<file path="src/rtl/csel_pkg.sv">
// Shared field layouts and reset constants for the chip-select channel.
// Assumes a 16-bit register width and a 15-bit channel address.
package csel_pkg;
    localparam int REG_W = 16;
    localparam int LO_W  = 5;
    localparam int CH_W  = 15;
    localparam int UP_W  = CH_W - LO_W;
    localparam int WS_W  = 5;

    // Control register; the bit positions are decoded by the channel logic.
    typedef struct packed {
        logic [LO_W-1:0] addr;
        logic            smm;
        logic            bs16;
        logic            mem;
        logic            rdy_ext;
        logic [1:0]      rsvd;
        logic [WS_W-1:0] ws;
    } ctl_reg_t;

    // Mask register: address don't-cares, management-mode don't-care, spare.
    typedef struct packed {
        logic [LO_W-1:0] addr_m;
        logic            smm_m;
        logic [9:0]      spare;
    } msk_reg_t;

    function automatic ctl_reg_t ctl_reset(input bit upper);
        return upper ? ctl_reg_t'(16'hFF6F) : ctl_reg_t'(16'h0000);
    endfunction
endpackage

</file>
<file path="src/rtl/csel_regs.sv">
// Control and mask register pair with a combinational read mux.
// Assumes writes take effect at the clock edge that samples reg_wr.
module csel_regs
    import csel_pkg::*;
#(
    parameter bit UPPER_CH = 1'b0
) (
    input  logic             clk,
    input  logic             rst_n,
    input  logic             wr,
    input  logic             sel,
    input  logic [REG_W-1:0] wdata,
    output ctl_reg_t         ctl_q,
    output msk_reg_t         msk_q,
    output logic [REG_W-1:0] rdata
);
    localparam ctl_reg_t CTL_RST = ctl_reset(UPPER_CH);

    // Register storage with the reset value chosen by UPPER_CH.
    always_ff @(posedge clk) begin
        if (!rst_n) begin
            ctl_q <= CTL_RST;
            msk_q <= '0;
        end else if (wr) begin
            if (sel) msk_q <= msk_reg_t'(wdata);
            else     ctl_q <= ctl_reg_t'(wdata);
        end
    end

    // Read mux for the selected register.
    always_comb rdata = sel ? REG_W'(msk_q) : REG_W'(ctl_q);
endmodule

</file>
<file path="src/rtl/csel_match.sv">
// Masked address compare qualified by cycle type and management mode.
// Assumes ADDR_W >= 16; memory uses the top 15 address bits, I/O uses bits 15:1.
module csel_match
    import csel_pkg::*;
#(
    parameter int ADDR_W = 26
) (
    input  logic [CH_W-1:0]   ch_addr,
    input  logic [CH_W-1:0]   ch_mask,
    input  logic              q_smm,
    input  logic              q_smm_m,
    input  logic              q_mem,
    input  logic [ADDR_W-1:0] bus_addr,
    input  logic              bus_is_mem,
    input  logic              bus_smm,
    input  logic              bus_hold,
    output logic              hit
);
    localparam int MEM_LSB = ADDR_W - CH_W;

    logic [CH_W-1:0] cmp_addr;
    logic [CH_W-1:0] bit_ok;
    logic            smm_ok;

    // Pick the address window for the current cycle type.
    always_comb cmp_addr = bus_is_mem ? bus_addr[ADDR_W-1:MEM_LSB] : bus_addr[CH_W:1];

    // One compare cell per channel address bit.
    for (genvar i = 0; i < CH_W; i++) begin : g_bit
        assign bit_ok[i] = ch_mask[i] | (ch_addr[i] == cmp_addr[i]);
    end

    // Management-mode qualifier with its own don't-care.
    always_comb smm_ok = q_smm_m | (q_smm ? (bus_smm & ~bus_hold) : ~bus_smm);

    // Final hit: all bits agree, right cycle type, qualifier met.
    always_comb hit = (&bit_ok) & (bus_is_mem == q_mem) & smm_ok;

    logic unused_bit0;
    assign unused_bit0 = bus_addr[0];
endmodule

</file>
<file path="src/rtl/csel_waitctl.sv">
// Cycle tracker and wait-state down-counter.
// Assumes start is only raised while idle; ready sources are active low.
module csel_waitctl
    import csel_pkg::*;
(
    input  logic            clk,
    input  logic            rst_n,
    input  logic            start,
    input  logic [WS_W-1:0] ws,
    input  logic            ext_mode,
    input  logic            ext_rdy_n,
    output logic            active,
    output logic            int_rdy
);
    logic [WS_W-1:0] cnt_q;
    logic            at_zero;
    logic            done;

    // Count reached zero inside a live cycle, and the end condition.
    always_comb begin
        at_zero = active & (cnt_q == '0);
        done    = at_zero & (ext_mode ? ~ext_rdy_n : 1'b1);
        int_rdy = at_zero & ~ext_mode;
    end

    // Cycle state: load the count on start, count down, clear on done.
    always_ff @(posedge clk) begin
        if (!rst_n) begin
            active <= 1'b0;
            cnt_q  <= '0;
        end else if (start) begin
            active <= 1'b1;
            cnt_q  <= ws;
        end else if (done) begin
            active <= 1'b0;
        end else if (active && cnt_q != '0) begin
            cnt_q <= cnt_q - 1'b1;
        end
    end
endmodule

</file>
<file path="src/rtl/csel_channel.sv">
// Top of one chip-select channel: registers, decoder and wait control.
// Assumes bus_adv is a one-cycle pulse per bus cycle.
module csel_channel
    import csel_pkg::*;
#(
    parameter int ADDR_W   = 26,
    parameter bit UPPER_CH = 1'b0
) (
    input  logic              clk,
    input  logic              rst_n,
    input  logic              reg_wr,
    input  logic              reg_sel,
    input  logic [REG_W-1:0]  reg_wdata,
    output logic [REG_W-1:0]  reg_rdata,
    input  logic [UP_W-1:0]   cfg_up_addr,
    input  logic [UP_W-1:0]   cfg_up_mask,
    input  logic              bus_adv,
    input  logic [ADDR_W-1:0] bus_addr,
    input  logic              bus_is_mem,
    input  logic              bus_smm,
    input  logic              bus_hold,
    input  logic              ext_rdy_n,
    input  logic              bs8_n,
    output logic              cs_n,
    output logic              int_rdy_n,
    output logic              cyc_16
);
    ctl_reg_t ctl_q;
    msk_reg_t msk_q;
    logic     hit;
    logic     active;
    logic     int_rdy;

    csel_regs #(.UPPER_CH(UPPER_CH)) regs_i (
        .clk(clk), .rst_n(rst_n), .wr(reg_wr), .sel(reg_sel),
        .wdata(reg_wdata), .ctl_q(ctl_q), .msk_q(msk_q), .rdata(reg_rdata)
    );

    csel_match #(.ADDR_W(ADDR_W)) match_i (
        .ch_addr({cfg_up_addr, ctl_q.addr}), .ch_mask({cfg_up_mask, msk_q.addr_m}),
        .q_smm(ctl_q.smm), .q_smm_m(msk_q.smm_m), .q_mem(ctl_q.mem),
        .bus_addr(bus_addr), .bus_is_mem(bus_is_mem),
        .bus_smm(bus_smm), .bus_hold(bus_hold), .hit(hit)
    );

    csel_waitctl wait_i (
        .clk(clk), .rst_n(rst_n), .start(bus_adv & hit & ~active),
        .ws(ctl_q.ws), .ext_mode(ctl_q.rdy_ext), .ext_rdy_n(ext_rdy_n),
        .active(active), .int_rdy(int_rdy)
    );

    // Output drive: select, internal ready and width report.
    always_comb begin
        cs_n      = ~active;
        int_rdy_n = ~int_rdy;
        cyc_16    = active & ctl_q.bs16 & bs8_n;
    end

    logic unused_fields;
    assign unused_fields = ^{ctl_q.rsvd, msk_q.spare};
endmodule

</file>
<file path="config.mk">
export PLATFORM = sky130hd
export DESIGN_NAME = csel_channel
export DESIGN_NICKNAME = d
export VERILOG_FILES = /design/src/rtl/csel_pkg.sv /design/src/rtl/csel_regs.sv /design/src/rtl/csel_match.sv /design/src/rtl/csel_waitctl.sv /design/src/rtl/csel_channel.sv
export SDC_FILE = /design/constraint.sdc
export NUM_CORES = 1
export LEC_CHECK = 0
export BUFFER_PORTS_ARGS = -buffer_cell sky130_fd_sc_hd__buf_2
export CAP_MARGIN = 10
export CORE_MARGIN = 3
export CORE_UTILIZATION = 44
export CTS_CLUSTER_SIZE = 25
export DETAILED_ROUTE_END_ITERATION = 8
export PLACE_DENSITY = 0.78
export SYNTH_ARGS = -nofsm -noshare
export SYNTH_HDL_FRONTEND = slang
export SYNTH_SLANG_ARGS = --single-unit
</file>
<file path="constraint.sdc">
create_clock -name clk -period 1.57 [get_ports clk]
set_input_delay 0.0785 -clock clk [delete_from_list [all_inputs] [get_ports clk]]
set_output_delay 0.0785 -clock clk [all_outputs]
set_load 0.005 [all_outputs]
</file>
==> results.json, run 1 <==
{
  "clk_path_buf_depth": 2,
  "ir_drop_v": 0.000533,
  "io_buffers": 89,
  "switching_share": 0.253,
  "nets": 446,
  "dr.pass1.iters": 4,
  "critPathRequiredTime_ps": 1490,
  "slowest_stage": "or4b_4",
  "pin_count": 91,
  "cellPowerDensity_nw_per_um2": 676,
  "slowest_delay_ps": 450,
  "syn_area_per_cell_um2": 8.47,
  "violations": "setup timing",
  "critical_path_class": "reg -> out",
  "finalMaxSlewViolations": 0,
  "layout_commonest_cell": "buf_2",
  "p_comb_frac": 0.197,
  "synthesis.nets": 341,
  "dp_slack_ps": -180,
  "grt_pass1_vias": 2134,
  "end_kind": "primary output",
  "rsz0062_at_grt": "true",
  "p_clk_frac": 0.311,
  "layout_common_cells": "buf_2, nand2_1, dfxtp_1, a21boi_0, mux2i_1",
  "power.leakage_nw": 1.42,
  "die_w_um": 77.7,
  "antenna_found_initial": 0,
  "clk_latency_ps": 280,
  "async_reset_ff_frac": 0,
  "reg2reg_slack_ps": -160,
  "grt_overflow": 0,
  "viasPerCell": 5.06,
  "wl_per_cell_um": 13.6,
  "final_area_um2": 3090,
  "fmax_mhz": 563,
  "num_rows": 25,
  "yosysSeqAreaShare": 0.336,
  "grt_pass1_wl_um": 9620,
  "cts_hold_buf": 0,
  "cts_tree": "yes",
  "grt_max_degree": 28,
  "hold_path.class": "in -> reg",
  "crit_fanout": 2,
  "core_area_um2": 4850,
  "skew_ps": 3.38,
  "grtUsageTotal": 0.194,
  "start_util": 0.467,
  "hold_violations": 0,
  "crit_path_start_kind": "flop",
  "fin_cells": 438,
  "drc": 0,
  "setup_viol": 4,
  "num_antenna_cells": 0,
  "dp_hpwl_um": 4520,
  "seqPwrFrac": 0.492,
  "intPower_mw": 1.56,
  "crit_arrival_ps": 1700,
  "netlist_area_um2": 2260,
  "synth_edf_count": 0,
  "outcome": "finished with violations",
  "syn_to_final_growth_pct": 36.5,
  "place_inst": 430,
  "wirelength_um": 5950,
  "drv_cap": 0,
  "fillers": 445,
  "tightest_slew_ps": 467,
  "final_util": 0.637,
  "place_area_um2": 2910,
  "vias": 2217,
  "path_clk_slew_ps": 70,
  "root_buffer": "clkbuf_8",
  "ys.flop_type": "dfxtp_1",
  "synth-seq-cells": 38,
  "die_h_um": 77.7,
  "setup_ws_ps": -207,
  "crit_chain": "inv_2 -> ha_4 -> or4b_4 -> or3_1 -> buf_2",
  "numCtsBuffers": 5,
  "crit_buf_inv": 2,
  "relSlewSlack": 0.688,
  "die_area_um2": 6040,
  "ant_nets": 0,
  "htreeDepth": 2,
  "dr.first_iter.drc_count": 80,
  "cpLargestDelayFamily": "simple AND/OR/NAND/NOR gates",
  "finalCriticalPeriod_ps": 1780,
  "drive_above_1_share": 0.412,
  "ys_types": 33,
  "yosysWarningCount": 0,
  "netSwitchingPower_uw": 529,
  "gp_congestion": 0.801,
  "clock_sinks": 38,
  "fin_crit_sh": 1.13,
  "synthCells": 267
}
-- Yosys cell counts (2+ instances only) --
master      n  area (um2)
nand2_1    75         282
dfxtp_1    38         761
a21boi_0   32         240
mux2i_1    31         310
mux2_2     16         180
clkbuf_1   13        48.8
nor2_1     12        45.0
nor2b_1    12        75.1
o2111ai_1   4        35.0
xnor2_1     4        35.0
xor2_1      4        35.0
inv_1       3        11.3
ha_1        2        25.0
nand3_1     2        10.0
-- cell type report --
type,instances,area [um2],share of cell area
timing repair buffer,113,658,0.213
clock buffer,6,82.6,0.0267
sequential,38,767,0.248
tap,67,83.8,0.0271
inverter,3,11.3,0.00365
multi-input combinational,211,1490,0.481
-- timing repair --
action | in CTS | in global routing
pin swaps | 2 | 5
hold endpoints to repair | 0 | 0
buffers inserted | 1 | 1
endpoints found under the setup margin | 6 | 6
gates cloned | 0 | 0
gates resized for setup | 10 | 11
-- worst min-delay path: cells and delay by family --
kind,cells,cell delay [ps]
AND/OR/NAND/NOR,1,40
buffers and inverters,1,100
AO/OA/AOI/OAI,1,60
-- power by group through the flow --
stage	sequential [mW]	combinational, mW	clock [mW]
6_report	1.03	0.411	0.649
5_1_grt	1.03	0.454	0.713
4_1_cts	1.03	0.413	0.667
3_5_place_dp	1.05	0.409	0
3_3_place_gp	1.05	0.399	0
2_1_floorplan	1.04	0.231	0
-- flip-flops by register name, summed over array words and instances (netlist names) --
name	cells
regs_i.ctl_q	16
regs_i.msk_q	16
wait_i.active	1
wait_i.cnt_q	5
-- kinds of logic after synthesis --
group,synth area share
XOR/XNOR,0.0310
AO/OA/AOI/OAI,0.145
adder cells (fa/ha/maj),0.0111
AND/OR/NAND/NOR,0.220
multiplexers,0.217
buffers and inverters,0.0404
flip-flops,0.336
-- metal layers --
metal	track usage	vias to the layer above	wire length [um]
li1	-	1118	-
met1	0.225	1032	2480
met2	0.357	63	3030
met3	0.0534	4	399
met4	0.0320	0	39
met5	0	-	0
-- worst paths after layout --
path                                 startpoint               end  cells past startpoint
worst max register to register  wait_i.cnt_q[1]   wait_i.cnt_q[4]                      9
worst min-delay path              reg_wdata[15]  regs_i.ctl_q[15]                      3
worst min register to register  regs_i.msk_q[3]   regs_i.msk_q[3]                      2
worst max-delay path            wait_i.cnt_q[1]         int_rdy_n                      5
-- per-stage QoR --
stage	TNS, ps	power, mW	hold WS (ps)
after CTS	-336	2.11	43.4
after detailed placement	-1110	1.46	350
after floorplan	-396	1.27	223
after global routing	-954	2.20	50.5
after global placement	-901	1.45	341
final	-652	2.09	47.8
Note: power is estimated with default switching activity, not from simulation.
==> inputs of run 2 (changes only) <==
--- a/config.mk
+++ b/config.mk
@@ -8,10 +8,11 @@
 export BUFFER_PORTS_ARGS = -buffer_cell sky130_fd_sc_hd__buf_2
 export CAP_MARGIN = 10
 export CORE_MARGIN = 3
-export CORE_UTILIZATION = 44
+export CORE_UTILIZATION = 45
+export CTS_BUF_LIST = sky130_fd_sc_hd__clkbuf_8
 export CTS_CLUSTER_SIZE = 25
 export DETAILED_ROUTE_END_ITERATION = 8
-export PLACE_DENSITY = 0.78
+export PLACE_DENSITY = 0.79
 export SYNTH_ARGS = -nofsm -noshare
 export SYNTH_HDL_FRONTEND = slang
 export SYNTH_SLANG_ARGS = --single-unit
==> run 2 against run 1 <==
Against the previous run: global-route usage grew 1.1 points; combinational power barely moved; non-clock buffer count up 4; register-to-register slack better by 70 ps; critical endpoint unchanged; the run still ends with setup timing left; die area fell by 2.0%; sequential power barely moved; utilization up 0.86 points; sequential share of layout area down 0.051 points; count of clock-buffer cells in the layout did not move; critical path type unchanged.
==> results.json, run 2 (same netlist as run 1, synthesis figures left out) <==
{
  "core_area_um2": 4790,
  "skew_ps": 8.61,
  "violations": "setup timing",
  "fin_tns_setup_ps": -406,
  "power.leakage_nw": 1.42,
  "reg.largest.list": "regs_i.ctl_q: 16 flops, regs_i.msk_q: 16 flops, wait_i.cnt_q: 5 flops",
  "dr.first_iter.drc_count": 80,
  "min_from": "reg_wdata[1]",
  "wl_per_cell_um": 13.6,
  "critPathRequiredTime_ps": 1490,
  "grt_max_degree": 30,
  "clk_path_buf_depth": 2,
  "relSlewSlack": 0.718,
  "wirelength_um": 6060,
  "p_total_mw": 2.12,
  "die_w_um": 76.9,
  "num_antenna_cells": 0,
  "vias": 2199,
  "hold_path.class": "in -> reg",
  "final_util": 0.645,
  "root_buffer": "clkbuf_8",
  "critical_path_class": "reg -> out",
  "grtUsageTotal": 0.205,
  "crit_fanout": 2,
  "worstSetupStartpoint": "wait_i.cnt_q[0]",
  "tightest_slew_ps": 422,
  "num_rows": 25,
  "fin_crit_sh": 1.14,
  "routed.top_layer": "met4",
  "fin_cells": 444,
  "io_buffers": 89,
  "clock_sinks": 38,
  "end_kind": "primary output",
  "nets": 450,
  "drc": 0,
  "dr_wl_met3_um": 382,
  "cellPowerDensity_nw_per_um2": 687,
  "syn_to_final_growth_pct": 36.6,
  "place_inst": 432,
  "numCtsBuffers": 5,
  "start_util": 0.473,
  "path_clk_slew_ps": 70,
  "hold_violations": 0,
  "drive_above_1_share": 0.411,
  "drv_cap": 0,
  "htreeDepth": 2,
  "pin_count": 91,
  "wl_met2_um": 2880,
  "ir_drop_v": 0.000532,
  "wl_met1_um": 2700,
  "setup_viol": 4,
  "outcome": "finished with violations",
  "rsz0062_at_grt": "true",
  "fillers": 415,
  "die_area_um2": 5910,
  "grt_overflow": 0,
  "die_h_um": 76.9,
  "grt_pass1_vias": 2188,
  "layout_common_cells": "buf_2, nand2_1, dfxtp_1, a21boi_0, mux2i_1",
  "clk_latency_ps": 290,
  "cts_hold_buf": 0,
  "finalMaxSlewViolations": 0,
  "dp_hpwl_um": 4640,
  "r2r-start": "wait_i.cnt_q[0]",
  "fmax_mhz": 559,
  "crit_arrival_ps": 1710,
  "gp_congestion": 0.774,
  "cts_tree": "yes",
  "dr.pass1.iters": 4,
  "antenna_found_initial": 0,
  "finalCriticalPeriod_ps": 1790,
  "layout_commonest_cell": "buf_2",
  "dp_slack_ps": -198,
  "setup_ws_ps": -220,
  "ant_nets": 0,
  "crit_path_start_kind": "flop",
  "viasPerCell": 4.95,
  "grt_pass1_wl_um": 9870
}
==> run 2: power breakdown <==
group / switching (mW) / internal (mW) / leakage, nW
clock: 0.338 / 0.348 / 0.0524
sequential: 0.0263 / 1.00 / 0.312
combinational: 0.193 / 0.215 / 1.06
total: 0.558 / 1.56 / 1.42
==> run 2: through the flow <==
| step | area, um2 | hold WS, ps |
|---|---|---|
| after global placement | 2900 | 343 |
| after global routing | 3090 | 44.9 |
| after CTS | 3080 | 33.7 |
| after detailed placement | 2900 | 350 |
| after floorplan | 2280 | 223 |
| final | 3090 | 38.2 |
==> run 2: critical path: stages, from the launching register on <==
cell,delay (ps)
dfxtp_2,330
inv_2,70
ha_4,130
or4b_4,450
or3_1,300
buf_2,130
==> run 2: timing repair <==
item / 4_1_cts / 5_1_grt
setup endpoints to repair: 6 / 6
pin swaps: 4 / 0
setup buffers: 5 / 0
resized for setup: 16 / 1
==> run 2: cell type report <==
cell class	instances	area (um2)	area share
Clock buffer	6	82.6	0.0267
Clock inverter	2	8.76	0.00284
Inverter	3	11.3	0.00365
Multi-Input combinational cell	211	1480	0.478
Sequential cell	38	766	0.248
Tap cell	67	83.8	0.0271
Timing Repair Buffer	117	659	0.213
==> run 2: metal layers <==
layer | global-route usage | vias to the layer above
met3 | 0.0469 | 10
met4 | 0.0833 | 0
li1 | - | 1126
met5 | 0 | -
met1 | 0.254 | 998
met2 | 0.341 | 65
==> run 2: path summary, 6_finish.rpt <==
check             slack [ps]              end  cells after the start
setup / recovery        -220        int_rdy_n                      5
hold reg to reg          460  regs_i.msk_q[4]                      2
hold / removal            40  regs_i.msk_q[1]                      3
setup reg to reg         -90  wait_i.cnt_q[2]                      8
